[config.mk]
export PLATFORM = sky130hd
export DESIGN_NAME = sar_adc_ctrl
export DESIGN_NICKNAME = d
export VERILOG_FILES = /design/src/rtl/sar_pkg.sv /design/src/rtl/sar_prescaler.sv /design/src/rtl/sar_seq.sv /design/src/rtl/sar_regs.sv /design/src/rtl/sar_adc_ctrl.sv
export SDC_FILE = /design/constraint.sdc
export NUM_CORES = 1
export LEC_CHECK = 0
export BUFFER_PORTS_ARGS = -buffer_cell sky130_fd_sc_hd__buf_2
export CORE_MARGIN = 4
export CORE_UTILIZATION = 62
export DETAILED_ROUTE_END_ITERATION = 10
export PLACE_DENSITY = 0.91
export RECOVER_POWER = 100
export REMOVE_ABC_BUFFERS = 1
export SLEW_MARGIN = 20
export SYNTH_ARGS = -nofsm -noshare
export SYNTH_HDL_FRONTEND = slang
export SYNTH_SLANG_ARGS = --single-unit
[constraint.sdc]
create_clock -name clk -period 5.5 [get_ports clk]
set_input_delay 0.275 -clock clk [delete_from_list [all_inputs] [get_ports clk]]
set_output_delay 0.275 -clock clk [all_outputs]
set_load 0.01 [all_outputs]
[src/rtl/sar_pkg.sv]
package sar_pkg;
  localparam logic [2:0] A_SEL  = 3'd0;
  localparam logic [2:0] A_CTRL = 3'd1;
  localparam logic [2:0] A_PRE  = 3'd2;
  localparam logic [2:0] A_RLO  = 3'd3;
  localparam logic [2:0] A_RHI  = 3'd4;

  localparam int C_EN  = 0;
  localparam int C_GO  = 1;
  localparam int C_TS  = 2;
  localparam int C_IE  = 5;
  localparam int C_FLG = 6;

  typedef enum logic [1:0] {SQ_IDLE, SQ_SAMP, SQ_CONV} sq_state_e;

  typedef struct packed {
    logic       left;
    logic [1:0] refs;
    logic [3:0] ch;
  } sel_t;
endpackage

[src/rtl/sar_prescaler.sv]
module sar_prescaler #(
  parameter int PRE_W = 3
) (
  input  logic             clk,
  input  logic             rst_n,
  input  logic             en,
  input  logic [PRE_W-1:0] div_sel,
  output logic             tick
);
  localparam int CNT_W = (1 << PRE_W) - 1;

  logic [CNT_W-1:0] cnt;
  logic [CNT_W-1:0] mask;
  logic [PRE_W-1:0] shamt;

  // setting 0 behaves like setting 1 (divide by two)
  always_comb begin
    shamt = (div_sel == '0) ? PRE_W'(1) : div_sel;
    mask  = ~({CNT_W{1'b1}} << shamt);
  end

  assign tick = en && ((cnt & mask) == mask);

  always_ff @(posedge clk or negedge rst_n) begin
    if (!rst_n)   cnt <= '0;
    else if (!en) cnt <= '0;
    else          cnt <= cnt + 1'b1;
  end
endmodule

[src/rtl/sar_seq.sv]
module sar_seq #(
  parameter int RES_W = 10
) (
  input  logic             clk,
  input  logic             rst_n,
  input  logic             en,
  input  logic             tick,
  input  logic             start,
  input  logic             cmp,
  output logic             busy,
  output logic             sample,
  output logic [RES_W-1:0] code,
  output logic             done,
  output logic [RES_W-1:0] result
);
  import sar_pkg::*;
  localparam int BIT_W = $clog2(RES_W);

  sq_state_e        state;
  logic [BIT_W-1:0] bidx;
  logic [RES_W-1:0] nxt;

  // decide the bit under test, then arm the next lower one
  always_comb begin
    nxt       = code;
    nxt[bidx] = cmp;
    if (bidx != '0) nxt[BIT_W'(bidx - 1'b1)] = 1'b1;
  end

  assign busy   = (state != SQ_IDLE);
  assign sample = (state == SQ_SAMP);

  always_ff @(posedge clk or negedge rst_n) begin
    if (!rst_n) begin
      state  <= SQ_IDLE;
      bidx   <= '0;
      code   <= '0;
      done   <= 1'b0;
      result <= '0;
    end else begin
      done <= 1'b0;
      if (!en) begin
        state <= SQ_IDLE;
      end else begin
        unique case (state)
          SQ_IDLE: if (start) begin
            state <= SQ_SAMP;
            code  <= '0;
          end
          SQ_SAMP: if (tick) begin
            state <= SQ_CONV;
            bidx  <= BIT_W'(RES_W - 1);
            code  <= {1'b1, {(RES_W-1){1'b0}}};
          end
          SQ_CONV: if (tick) begin
            code <= nxt;
            if (bidx == '0) begin
              state  <= SQ_IDLE;
              done   <= 1'b1;
              result <= nxt;
            end else begin
              bidx <= bidx - 1'b1;
            end
          end
          default: state <= SQ_IDLE;
        endcase
      end
    end
  end
endmodule

[src/rtl/sar_regs.sv]
module sar_regs #(
  parameter int RES_W = 10,
  parameter int NTRIG = 7,
  parameter int PRE_W = 3
) (
  input  logic             clk,
  input  logic             rst_n,
  input  logic             bus_wr,
  input  logic [2:0]       bus_addr,
  input  logic [7:0]       bus_wdata,
  output logic [7:0]       rd_data,
  input  logic [NTRIG-1:0] trig_in,
  input  logic             busy,
  input  logic             done,
  input  logic [RES_W-1:0] result,
  output logic             en,
  output logic [PRE_W-1:0] pre_sel,
  output logic             start_pulse,
  output logic [3:0]       ch_app,
  output logic [1:0]       ref_app,
  output logic             flag,
  output logic             irq
);
  import sar_pkg::*;
  localparam int TS_W   = $clog2(NTRIG + 1);
  localparam int WORD_W = 16;
  localparam int PAD    = WORD_W - RES_W;

  sel_t              sel_p;
  logic [TS_W-1:0]   tsel;
  logic              ie;
  logic [NTRIG-1:0]  trig_prev;
  logic [NTRIG-1:0]  rise;
  logic              trig_hit;
  logic              wr_ctrl;
  logic [WORD_W-1:0] word;
  logic              unused_wbit;

  assign unused_wbit = bus_wdata[7];
  assign wr_ctrl     = bus_wr && (bus_addr == A_CTRL);
  assign rise        = trig_in & ~trig_prev;

  always_comb begin
    trig_hit = 1'b0;
    for (int i = 0; i < NTRIG; i++)
      if (tsel == TS_W'(i + 1) && rise[i]) trig_hit = 1'b1;
  end

  // alignment follows the current select bit, not the one at completion
  assign word = sel_p.left ? {result, {PAD{1'b0}}} : {{PAD{1'b0}}, result};
  assign irq  = flag && ie;

  always_comb begin
    unique case (bus_addr)
      A_SEL:   rd_data = {1'b0, sel_p};
      A_CTRL:  rd_data = {1'b0, flag, ie, tsel, busy, en};
      A_PRE:   rd_data = {{(8-PRE_W){1'b0}}, pre_sel};
      A_RLO:   rd_data = word[7:0];
      A_RHI:   rd_data = word[15:8];
      default: rd_data = 8'h00;
    endcase
  end

  always_ff @(posedge clk or negedge rst_n) begin
    if (!rst_n) begin
      sel_p       <= '0;
      tsel        <= '0;
      ie          <= 1'b0;
      en          <= 1'b0;
      pre_sel     <= '0;
      flag        <= 1'b0;
      start_pulse <= 1'b0;
      trig_prev   <= '0;
      ch_app      <= '0;
      ref_app     <= '0;
    end else begin
      trig_prev <= trig_in;
      if (bus_wr) begin
        unique case (bus_addr)
          A_SEL:  sel_p <= sel_t'(bus_wdata[6:0]);
          A_CTRL: begin
            en   <= bus_wdata[C_EN];
            tsel <= bus_wdata[C_TS +: TS_W];
            ie   <= bus_wdata[C_IE];
          end
          A_PRE:  pre_sel <= bus_wdata[PRE_W-1:0];
          default: ;
        endcase
      end
      if (done)                          flag <= 1'b1;
      else if (wr_ctrl && bus_wdata[C_FLG]) flag <= 1'b0;
      start_pulse <= (wr_ctrl && bus_wdata[C_GO] && bus_wdata[C_EN]) ||
                     (en && trig_hit);
      // pending selections reach the analog side only while enabled
      if (en) begin
        ch_app  <= sel_p.ch;
        ref_app <= sel_p.refs;
      end
    end
  end
endmodule

[src/rtl/sar_adc_ctrl.sv]
module sar_adc_ctrl #(
  parameter int RES_W = 10,
  parameter int NTRIG = 7,
  parameter int PRE_W = 3
) (
  input  logic             clk,
  input  logic             rst_n,
  input  logic             bus_wr,
  input  logic [2:0]       bus_addr,
  input  logic [7:0]       bus_wdata,
  output logic [7:0]       rd_data,
  input  logic [NTRIG-1:0] trig_in,
  input  logic             cmp_in,
  output logic [RES_W-1:0] dac_code,
  output logic             sh_sample,
  output logic             ana_en,
  output logic [3:0]       ana_ch,
  output logic [1:0]       ana_ref,
  output logic             irq
);
  logic             en;
  logic [PRE_W-1:0] pre_sel;
  logic             pre_tick;
  logic             start_pulse;
  logic             seq_busy;
  logic             seq_done;
  logic [RES_W-1:0] seq_result;
  logic             cc_flag;

  assign ana_en = en;

  sar_regs #(.RES_W(RES_W), .NTRIG(NTRIG), .PRE_W(PRE_W)) u_regs (
    .clk(clk), .rst_n(rst_n),
    .bus_wr(bus_wr), .bus_addr(bus_addr), .bus_wdata(bus_wdata),
    .rd_data(rd_data), .trig_in(trig_in),
    .busy(seq_busy), .done(seq_done), .result(seq_result),
    .en(en), .pre_sel(pre_sel), .start_pulse(start_pulse),
    .ch_app(ana_ch), .ref_app(ana_ref), .flag(cc_flag), .irq(irq)
  );

  sar_prescaler #(.PRE_W(PRE_W)) u_pre (
    .clk(clk), .rst_n(rst_n), .en(en), .div_sel(pre_sel), .tick(pre_tick)
  );

  sar_seq #(.RES_W(RES_W)) u_seq (
    .clk(clk), .rst_n(rst_n), .en(en), .tick(pre_tick),
    .start(start_pulse), .cmp(cmp_in),
    .busy(seq_busy), .sample(sh_sample), .code(dac_code),
    .done(seq_done), .result(seq_result)
  );
endmodule

==> summary.txt, run 1 <==
Hold path
  • Hold depth: 1
  • WHS Endpoint: u_regs.trig_prev[4]
  • Hold Path Origin: trig_in[4]
  • Min-Delay Path Class: in -> reg

Setup path
  • RR Endpoint: u_seq.result[9]
  • Critical Path AT: 4070 ps
  • Slowest CP cell: nor3_1
  • CP Max Fanout: 13
  • Crit-path leading delay family: simple AND/OR/NAND/NOR gates
  • Reg-to-reg startpoint: u_seq.bidx[0]
  • Setup crit start kind: flip-flop
  • Reg2reg setup slack: 1670 ps
  • Setup CP Type: reg -> reg
  • CP Capture Type: flip-flop
  • CP Buf/Inv Count: 1
  • Crit path largest cell delay: 1420 ps
  • R2R depth: 6
  • Required time of the critical path: 5740 ps
  • Worst path cell trace: inv_1 -> ha_1 -> or3b_1 -> or2_0 -> nor3_1 -> mux2_2

Finish
  • Share of cells above drive strength 1: 16.19%
  • # fillers: 435
  • Antenna Cells: 0
  • Final Net Count: 412
  • Commonest non-fill, non-tap cell in the layout: dfrtp_1
  • Multi-input gate area: 1814 um^2
  • Total area of sequential cells: 1602 um^2
  • Area Growth Syn to Fin: 9.467%
  • Commonest cells after routing, fill and taps aside: dfrtp_1 (64), clkbuf_1 (36), nand2_1 (27)

Power and ir drop
  • Sequential share of power: 41.7%
  • Int Pwr: 1.033 mW
  • Clock share of power: 29.0%
  • Power per cell area: 394.8 nW/um^2
  • Combinational power share: 29.3%
  • Sw Share: 34.25%
  • Leakage: 1.834 nW
  • Switch Pwr: 0.5380 mW
  • Peak VDD IR: 0.2752 mV

Clock tree
  • H-tree level count: 3
  • Clock buffer depth: 2
  • Clock Sink Count: 64
  • Hold buffers post-CTS: 0
  • CTS Buf Count: 9
  • CTS tree: built
  • Clk pin slew, worst setup/hold paths: 70 ps
  • Post-CTS Setup Repair Bufs: 0
  • CTS root buf: clkbuf_8
  • Post-CTS Resized: 0
  • Worst-skew pair later-pin latency: 350 ps

Placed design
  • Port Buf Inserts: 47
  • Dpl hpwl: 5798 um
  • Worst slack, placed: 2303 ps
  • Routability congestion estimate: 0.8287

Floorplan
  • Core area: 5608 um^2
  • DIE AREA: 7151 um^2
  • I/O pin count: 49
  • Die height: 84.57 um
  • Starting Density: 64.81%
  • Die Span X: 84.57 um
  • FP Rows: 27

Timing
  • Min Tclk post-route: 3833 ps
  • Endpoints failing hold: 0
  • Worst hold slack: 50.50 ps
  • F_max: 0.2609 GHz
  • Setup TNS: 0 ps
  • Tcrit/Tclk final: 69.70%
  • Pins Over Slew Limit: 85
  • Slew @ Worst Pin: 3283 ps
  • Setup violations, final: 0
  • Worst setup margin: 1667 ps
  • RSZ-0062 raised after global routing: false
  • Slew headroom: -118.9%
  • Clock skew: 6.258 ps

Synth
  • Leading area contributor after synthesis: dfrtp_1
  • Yosys top cell area share: 44.06%
  • Sequential area share after synthesis: 44.06%
  • Fraction of registers with async set/reset: 100.0%
  • Post-synth EDFFs: 0
  • Most used DFF post-synth: dfrtp_1
  • Cells after Synth: 340
  • Post-synthesis cell type count: 62
  • Ys Warns: 0
  • Average size of a mapped cell: 10.69 um^2
  • Synthesized flop and latch total: 64
  • Largest cells by area after synthesis: dfrtp_1 (44%), mux2_2 (6.5%), mux2_4 (5.4%), mux2i_1 (5.2%), ha_1 (3.8%)
  • Post-Synthesis Cell Area: 3635 um^2

Global routing
  • Total track usage: 24.87%
  • GRT overflow: 0
  • First-pass GRT wire length: 14180 um
  • Antenna violations before repair: 0
  • Largest net degree at the start of global routing: 65
  • Vias in the first global route: 2917

Routing
  • Initial DRT Pass Iterations: 4
  • Via count of the routed design: 2816
  • Antenna-violating nets left: 0
  • Routed length per instance: 18.36 um
  • DRC Markers: 0
  • DR iter-0 viols: 246
  • WL final: 8355 um
  • Via density: 6.189

Outcome
  • Failing checks: max-capacitance violations, max-slew violations
  • Status: complete, but fails checks

Run
  • Maxcap violations: 3
[synthesized netlist by cell type, drive strengths merged, types with 3 or more instances]
master	count
xor2	4
nand4	6
ha	11
nand3b	4
inv	15
nand2	27
a21oi	14
mux2	34
a211o	3
nand2b	4
nor3	7
nand3	11
and3	3
clkbuf	13
a221o	3
dfrtp	64
a21o	4
nor4	3
o21ai	8
nor2	24
buf	7
and2	4
nor2b	6
a32oi	3
mux2i	19
[layer usage]
metal	GRT usage [%]	share of wire, %	up-vias	wire length [um]
li1	-	-	1307	-
met1	31.41	41	1378	3398
met2	39.79	49	111	4086
met3	7.066	8.2	20	683
met4	11.08	2.2	0	187
met5	0	0	-	0
[power by group through the flow]
stage	combinational, mW	clock, mW	sequential (mW)
floorplan	0.323	0	0.649
global placement	0.462	0	0.653
detailed placement	0.479	0	0.662
CTS	0.485	0.462	0.654
global route	0.509	0.484	0.669
finish	0.460	0.455	0.655
[registers in the layout (all words and copies together) (netlist names), 2 cells and up]
register          count
u_seq.code           10
u_seq.result         10
u_regs.ref_app        2
u_regs.trig_prev      7
u_pre.cnt             7
u_regs.sel_p          7
u_regs.tsel           3
u_regs.pre_sel        3
u_regs.ch_app         4
u_seq.state           2
u_seq.bidx            4
[through the flow]
step	power, mW	area [um^2]	instances	utilization [%]
after floorplan	0.9717	3517	320	-
after global placement	1.115	3850	440	68.65
after detailed placement	1.140	3850	440	68.65
after CTS	1.601	4070	455	72.58
after global routing	1.662	3979	455	70.95
final	1.571	3979	455	70.95
[worst max-delay path by stage]
stage / start / end / slack [ps] / depth (start not counted)
5_1_grt: u_seq.bidx[0] / u_seq.result[9] / 1380 / 6
2_1_floorplan: u_seq.bidx[0] / u_seq.result[9] / 2690 / 6
3_5_place_dp: u_seq.bidx[0] / u_seq.result[9] / 2300 / 6
4_1_cts: u_seq.bidx[0] / u_seq.result[9] / 2260 / 6
6_report: u_seq.bidx[0] / u_seq.result[9] / 1670 / 6
3_3_place_gp: u_seq.bidx[0] / u_seq.result[9] / 2380 / 6
[cell families (layout without fill, tap and decap cells)]
family                   count (synthesis)  in the layout  synth area share [%]
AND/OR/NAND/NOR                        111            111                 16.56
AO/OA/AOI/OAI                           60             60                 11.88
multiplexers                            54             54                 17.73
flip-flops                              64             64                 44.06
adder cells (fa/ha/maj)                 11             11                 3.787
buffers and inverters                   35             78                 4.785
XOR/XNOR                                 5              5                 1.205
[worst register-to-register path: stages, from the launching register on]
cell and delay (ps):
dfrtp_1 490, inv_1 210, ha_1 460, or3b_1 430, or2_0 270, nor3_1 1420
mux2_2 440
[layout make-up]
type | instances | area share, %
Timing Repair Buffer | 48 | 4.937
Inverter | 15 | 1.415
Clock inverter | 3 | 1.635
Clock buffer | 12 | 3.899
Multi-Input combinational cell | 241 | 45.60
Sequential cell | 64 | 40.25
Tap cell | 72 | 2.264
Note: power is estimated with default switching activity, not from simulation.
==> run 2: changes to the inputs <==
--- a/config.mk
+++ b/config.mk
@@ -7,9 +7,9 @@
 export LEC_CHECK = 0
 export BUFFER_PORTS_ARGS = -buffer_cell sky130_fd_sc_hd__buf_2
 export CORE_MARGIN = 4
-export CORE_UTILIZATION = 62
+export CORE_UTILIZATION = 58
 export DETAILED_ROUTE_END_ITERATION = 10
-export PLACE_DENSITY = 0.91
+export PLACE_DENSITY = 0.86
 export RECOVER_POWER = 100
 export REMOVE_ABC_BUFFERS = 1
 export SLEW_MARGIN = 20
==> constraint.sdc (replaced) <==
create_clock -name clk -period 3.6 [get_ports clk]
set_input_delay 0.18 -clock clk [delete_from_list [all_inputs] [get_ports clk]]
set_output_delay 0.18 -clock clk [all_outputs]
set_load 0.01 [all_outputs]
==> run 2 against run 1 <==
  * Global-route usage shrank 2.5 points
  * Sequential cell count is the same
  * Sequential power grew 53%
  * Sequential share of layout area shrank 0.10 points
  * Worst setup slack lost 810 ps
  * Core utilization shrank 4.4 points
  * Cell area grew 0.25%
  * Register-to-register slack lost 810 ps
  * Total power grew 42%
  * Critical path depth shrank 1
  * Clock skew grew 0.71 ps
  * The flow still finishes with violations (max-capacitance violations, max-slew violations)
  * Critical path type unchanged
  * First-iteration DRC count shrank 28%
==> summary.txt, run 2 (synthesized netlist as in run 1, its figures left out) <==
Outcome
  • Status: complete, but fails checks
  • Failing checks: max-capacitance violations, max-slew violations

Global routing
  • Antenna violations before repair: 0
  • Largest net degree at the start of global routing: 50
  • Met3 usage: 7.001%
  • GRT met2 Usage: 36.23%
  • Total track usage: 22.41%
  • Grt peak-use layer: met2
  • Vias in the first global route: 2777
  • GRT overflow: 0
  • Met1 Use GR: 29.32%
  • First-pass GRT wire length: 13220 um

Finish
  • Total area of sequential cells: 1602 um^2
  • Top flop regs: u_seq.code (10), u_seq.result (10)
  • Final Net Count: 421
  • Multi-input gate area: 1788 um^2
  • Commonest non-fill, non-tap cell in the layout: dfrtp_1
  • Layout Cells excl Fill: 468
  • Share of cells above drive strength 1: 14.50%
  • Final instance area: 3989 um^2
  • Final Util: 66.58%
  • Antenna Cells: 0
  • Commonest cells after routing, fill and taps aside: dfrtp_1 (64), clkbuf_1 (37), nand2_1 (27)
  • # fillers: 470
  • Area Growth Syn to Fin: 9.742%

Clock tree
  • CTS tree: built
  • H-tree level count: 3
  • Hold buffers post-CTS: 7
  • Clock Sink Count: 64
  • CTS root buf: clkbuf_8
  • Clk pin slew, worst setup/hold paths: 70 ps
  • CTS Buf Count: 9
  • Post-CTS Setup Repair Bufs: 0
  • Post-CTS Resized: 0
  • Clock buffer depth: 2
  • Worst-skew pair later-pin latency: 340 ps

Routing
  • Routed length per instance: 16.88 um
  • DRC Markers: 0
  • DR iter-0 viols: 177
  • Via density: 5.947
  • Via count of the routed design: 2783
  • Initial DRT Pass Iterations: 4
  • WL final: 7899 um
  • Antenna-violating nets left: 0

Hold path
  • WHS Endpoint: u_regs.sel_p[3]
  • Hold Path Origin: bus_wdata[3]
  • Hold depth: 2
  • Min-Delay Path Class: in -> reg

Placed design
  • Routability congestion estimate: 0.8927
  • Worst slack, placed: 918.7 ps
  • Placed insts: 444
  • Placement Cell Area: 3861 um^2
  • Dpl hpwl: 5563 um
  • Port Buf Inserts: 47

Timing
  • RSZ-0062 raised after global routing: false
  • Min Tclk post-route: 2743 ps
  • Setup violations, final: 0
  • Worst setup margin: 857.4 ps
  • Slew @ Worst Pin: 1711 ps
  • Tcrit/Tclk final: 76.18%
  • Clock skew: 6.969 ps
  • Endpoints failing hold: 0
  • F_max: 0.3646 GHz
  • Setup TNS: 0 ps
  • Slew headroom: -15.70%
  • Pins Over Slew Limit: 8

Floorplan
  • Starting Density: 60.67%
  • Die Span X: 87.17 um
  • I/O pin count: 49
  • DIE AREA: 7598 um^2
  • Core area: 5991 um^2
  • Die height: 87.17 um
  • FP Rows: 28

Run
  • Maxcap violations: 1

Setup path
  • Setup crit start kind: flip-flop
  • Critical Path AT: 2960 ps
  • Setup CP Type: reg -> reg
  • Reg-to-reg startpoint: u_regs.en
  • Worst path cell trace: inv_1 -> nor4b_1 -> nand4_2 -> and2_0 -> mux2_1
  • RR Endpoint: u_seq.code[8]
  • Crit path largest cell delay: 690 ps
  • Slowest CP cell: dfrtp_1
  • Reg2reg setup slack: 860 ps
  • CP Capture Type: flip-flop
  • CP Max Fanout: 14
  • R2R depth: 5
  • Required time of the critical path: 3820 ps

Power and ir drop
  • Leakage: 1.845 nW
  • Power per cell area: 557.8 nW/um^2
  • Peak VDD IR: 0.4688 mV
## run 2: cell count changes in the layout (fill, tap and decap cells not counted), sizes merged
cell,before,now
clkinv,1,5
bufinv,2,0
clkbuf,47,46
dlygate4sd3,0,8
clkinvlp,0,1
## run 2: metrics by stage
stage,power [mW],hold slack (ps)
floorplan,1.485,-115.6
global placement,1.706,303.9
detailed placement,1.736,303.3
CTS,2.266,78.47
global route,2.357,74.41
finish,2.225,90.03
## run 2: worst max-delay path, delay by kind of cell, from the launching register on
kind	cells	cell delay (ps)
buffers and inverters	1	330
DFF	1	690
and+or+nand+nor	3	1180
muxes	1	430
## run 2: how the worst max path moves through the flow
| stage | startpoint | endpoint | slack, ps | cells after the start |
|---|---|---|---|---|
| global route | u_regs.en | u_seq.code[2] | 690 | 5 |
| global placement | u_seq.bidx[0] | u_seq.result[9] | 980 | 7 |
| floorplan | u_seq.bidx[0] | u_seq.result[9] | 790 | 6 |
| finish | u_regs.en | u_seq.code[8] | 860 | 5 |
| CTS | u_seq.bidx[0] | u_seq.result[9] | 910 | 7 |
| detailed placement | u_seq.bidx[0] | u_seq.result[9] | 920 | 7 |
## run 2: power breakdown
group	switching, mW	internal (mW)	leakage, nW
registers	0.157	0.842	0.813
logic	0.386	0.312	0.946
clock network	0.281	0.246	0.0858
total	0.824	1.40	1.85
## run 2: layer usage
metal | vias to the layer above | part of all wire (%)
met4 | 0 | 1.5
li1 | 1320 | -
met1 | 1351 | 44
met5 | - | 0
met3 | 15 | 6.9
met2 | 97 | 47
## run 2: final cells by class
class | count | share of cell area (%)
Clock buffer | 10 | 3.199
Clock inverter | 6 | 0.9097
Inverter | 15 | 1.412
Multi-Input combinational cell | 241 | 44.82
Sequential cell | 64 | 40.15
Tap cell | 75 | 2.353
Timing Repair Buffer | 57 | 7.152
==> run 3: changes to the inputs <==
==> constraint.sdc (replaced) <==
create_clock -name clk -period 2.8 [get_ports clk]
set_input_delay 0.14 -clock clk [delete_from_list [all_inputs] [get_ports clk]]
set_output_delay 0.14 -clock clk [all_outputs]
set_load 0.01 [all_outputs]
==> run 3 against run 2 <==
  * The flow still finishes with violations (max-capacitance violations, max-slew violations)
  * Combinational power up 39%
  * Register-to-register slack worse by 580 ps
  * Clock power up 63%
  * Cell area up 1.8%
  * Critical endpoint is now u_seq.code[1]
  * Global-route usage up 1.2 points
  * Sequential power up 24%
  * Clock-buffer cell count unchanged
  * Largest cell class unchanged
==> summary.txt, run 3 (synthesized netlist as in run 1, its figures left out) <==
Outcome
  • Status: complete, but fails checks
  • Failing checks: max-capacitance violations, max-slew violations

Placed design
  • Port Buf Inserts: 47
  • Placement Cell Area: 3884 um^2
  • Dpl hpwl: 5570 um
  • Routability congestion estimate: 0.8812

Power and ir drop
  • Switch Pwr: 1.070 mW
  • Sequential share of power: 40.5%
  • Peak VDD IR: 0.4719 mV
  • Sw Share: 34.87%
  • Final Total Pwr: 3.069 mW
  • Clock share of power: 28.0%
  • Int Pwr: 1.999 mW
  • Combinational power share: 31.5%
  • Leakage: 1.879 nW
  • Power per cell area: 756.0 nW/um^2

Clock tree
  • Clk pin slew, worst setup/hold paths: 70 ps
  • CTS root buf: clkbuf_8
  • Clock buffer depth: 2
  • Post-CTS Setup Repair Bufs: 0
  • Worst-skew pair later-pin latency: 340 ps
  • CTS tree: built
  • Clock Sink Count: 64
  • CTS Buf Count: 9
  • H-tree level count: 3

Finish
  • Antenna Cells: 0
  • Top flop regs: u_seq.code (10), u_seq.result (10)
  • # fillers: 475
  • Final Net Count: 424
  • Final instance area: 4059 um^2
  • Commonest non-fill, non-tap cell in the layout: dfrtp_1
  • Commonest cells after routing, fill and taps aside: dfrtp_1 (64), clkbuf_1 (38), nand2_1 (27)
  • Area Growth Syn to Fin: 11.67%
  • Share of cells above drive strength 1: 14.90%
  • Multi-input gate area: 1794 um^2
  • Total area of sequential cells: 1602 um^2

Setup path
  • Worst path cell trace: inv_1 -> ha_1 -> or2_0 -> or4_4 -> and2_0 -> mux2_1
  • Crit path largest cell delay: 460 ps
  • CP Buf/Inv Count: 1
  • Critical Path AT: 2740 ps
  • Required time of the critical path: 3020 ps
  • Setup crit start kind: flip-flop
  • CP Max Fanout: 10
  • CP Capture Type: flip-flop
  • Slowest CP cell: or4_4
  • Crit-path leading delay family: simple AND/OR/NAND/NOR gates
  • Setup CP Type: reg -> reg

Routing
  • WL final: 8051 um
  • DR iter-0 viols: 166
  • Antenna-violating nets left: 0
  • Via density: 5.875
  • Routed length per instance: 17.09 um
  • Via count of the routed design: 2767
  • Initial DRT Pass Iterations: 4
  • DRC Markers: 0

Floorplan
  • Core area: 5991 um^2
  • FP Rows: 28
  • Die Span X: 87.17 um
  • DIE AREA: 7598 um^2
  • Starting Density: 60.67%
  • Die height: 87.17 um
  • I/O pin count: 49

Timing
  • Setup violations, final: 0
  • Pins Over Slew Limit: 73
  • Min Tclk post-route: 2523 ps
  • RSZ-0062 raised after global routing: false
  • F_max: 0.3963 GHz
  • Endpoints failing hold: 0
  • Tcrit/Tclk final: 90.11%
  • Slew headroom: -9.792%
  • Slew @ Worst Pin: 1624 ps
  • Clock skew: 9.952 ps

Global routing
  • Vias in the first global route: 2908
  • Antenna violations before repair: 0
  • Largest net degree at the start of global routing: 65
  • First-pass GRT wire length: 14080 um
  • Total track usage: 23.66%
  • GRT overflow: 0

Run
  • Maxcap violations: 2

Hold path
  • Min-Delay Path Class: in -> reg
[run 3: cell count changes in the layout (fill, tap and decap cells not counted)]
cell / delta
buf_4: +1
bufinv_16: +2
clkbuf_1: +1
clkbuf_2: +1
clkinv_2: -1
clkinvlp_4: -1
mux2_1: +1
mux2_2: -1
nor4b_1: -1
nor4b_2: +1
or2_0: +1
or2_1: -1
[run 3: timing repair]
item,4_1_cts,5_1_grt
resized for setup,0,0
hold buffers,8,0
hold endpoints to repair,8,0
[run 3: stage by stage]
step	utilization, %	hold slack [ps]	setup TNS (ps)	setup WS (ps)	cells
finish	67.75	46.02	0	276.9	471
global route	67.75	38.23	0	143.6	471
CTS	69.70	34.26	0	367.1	471
detailed placement	64.83	264.7	0	413.6	447
global placement	64.83	263.9	0	453.4	447
floorplan	-	-155.6	-12.24	-12.24	320
[run 3: per-layer routing]
metal | part of all wire (%) | global-route usage, %
met1 | 44 | 30.89
met2 | 49 | 39.27
met3 | 6.0 | 6.528
met4 | 1.0 | 5.718
met5 | 0 | 0
[run 3: final timing paths]
path                                start                  end  slack [ps]  depth (start not counted)
min in group asynchronous           rst_n        u_seq.bidx[0]         780                          3
setup / recovery           u_seq.state[0]        u_seq.code[1]         280                          6
max in group asynchronous           rst_n  u_regs.trig_prev[6]        1070                          3
hold / removal               bus_wdata[5]            u_regs.ie          50                          2
setup reg to reg           u_seq.state[0]        u_seq.code[1]         280                          6
hold reg to reg                u_seq.done          u_regs.flag         480                          1
[run 3: worst reg2reg max path, stage by stage (launching register included)]
cell	delay [ps]
dfrtp_1	430
inv_1	110
ha_1	320
or2_0	270
or4_4	460
and2_0	390
mux2_1	430
[run 3: area by class of cell]
cell class | instances | share of cell area (%)
inverters | 15 | 1.387
multi-input cells | 241 | 44.20
well taps | 75 | 2.312
flip-flops and latches | 64 | 39.46
repair buffers | 60 | 7.429
clock buffers | 10 | 3.144
clock inverters | 6 | 2.065
[run 3: power by group through the flow]
stage	Combinational, mW	Clock, mW	Sequential (mW)
2_1_floorplan	0.635	0	1.27
3_3_place_gp	0.981	0	1.24
3_5_place_dp	1.00	0	1.25
4_1_cts	1.02	0.872	1.24
5_1_grt	1.08	0.911	1.26
6_report	0.967	0.859	1.24
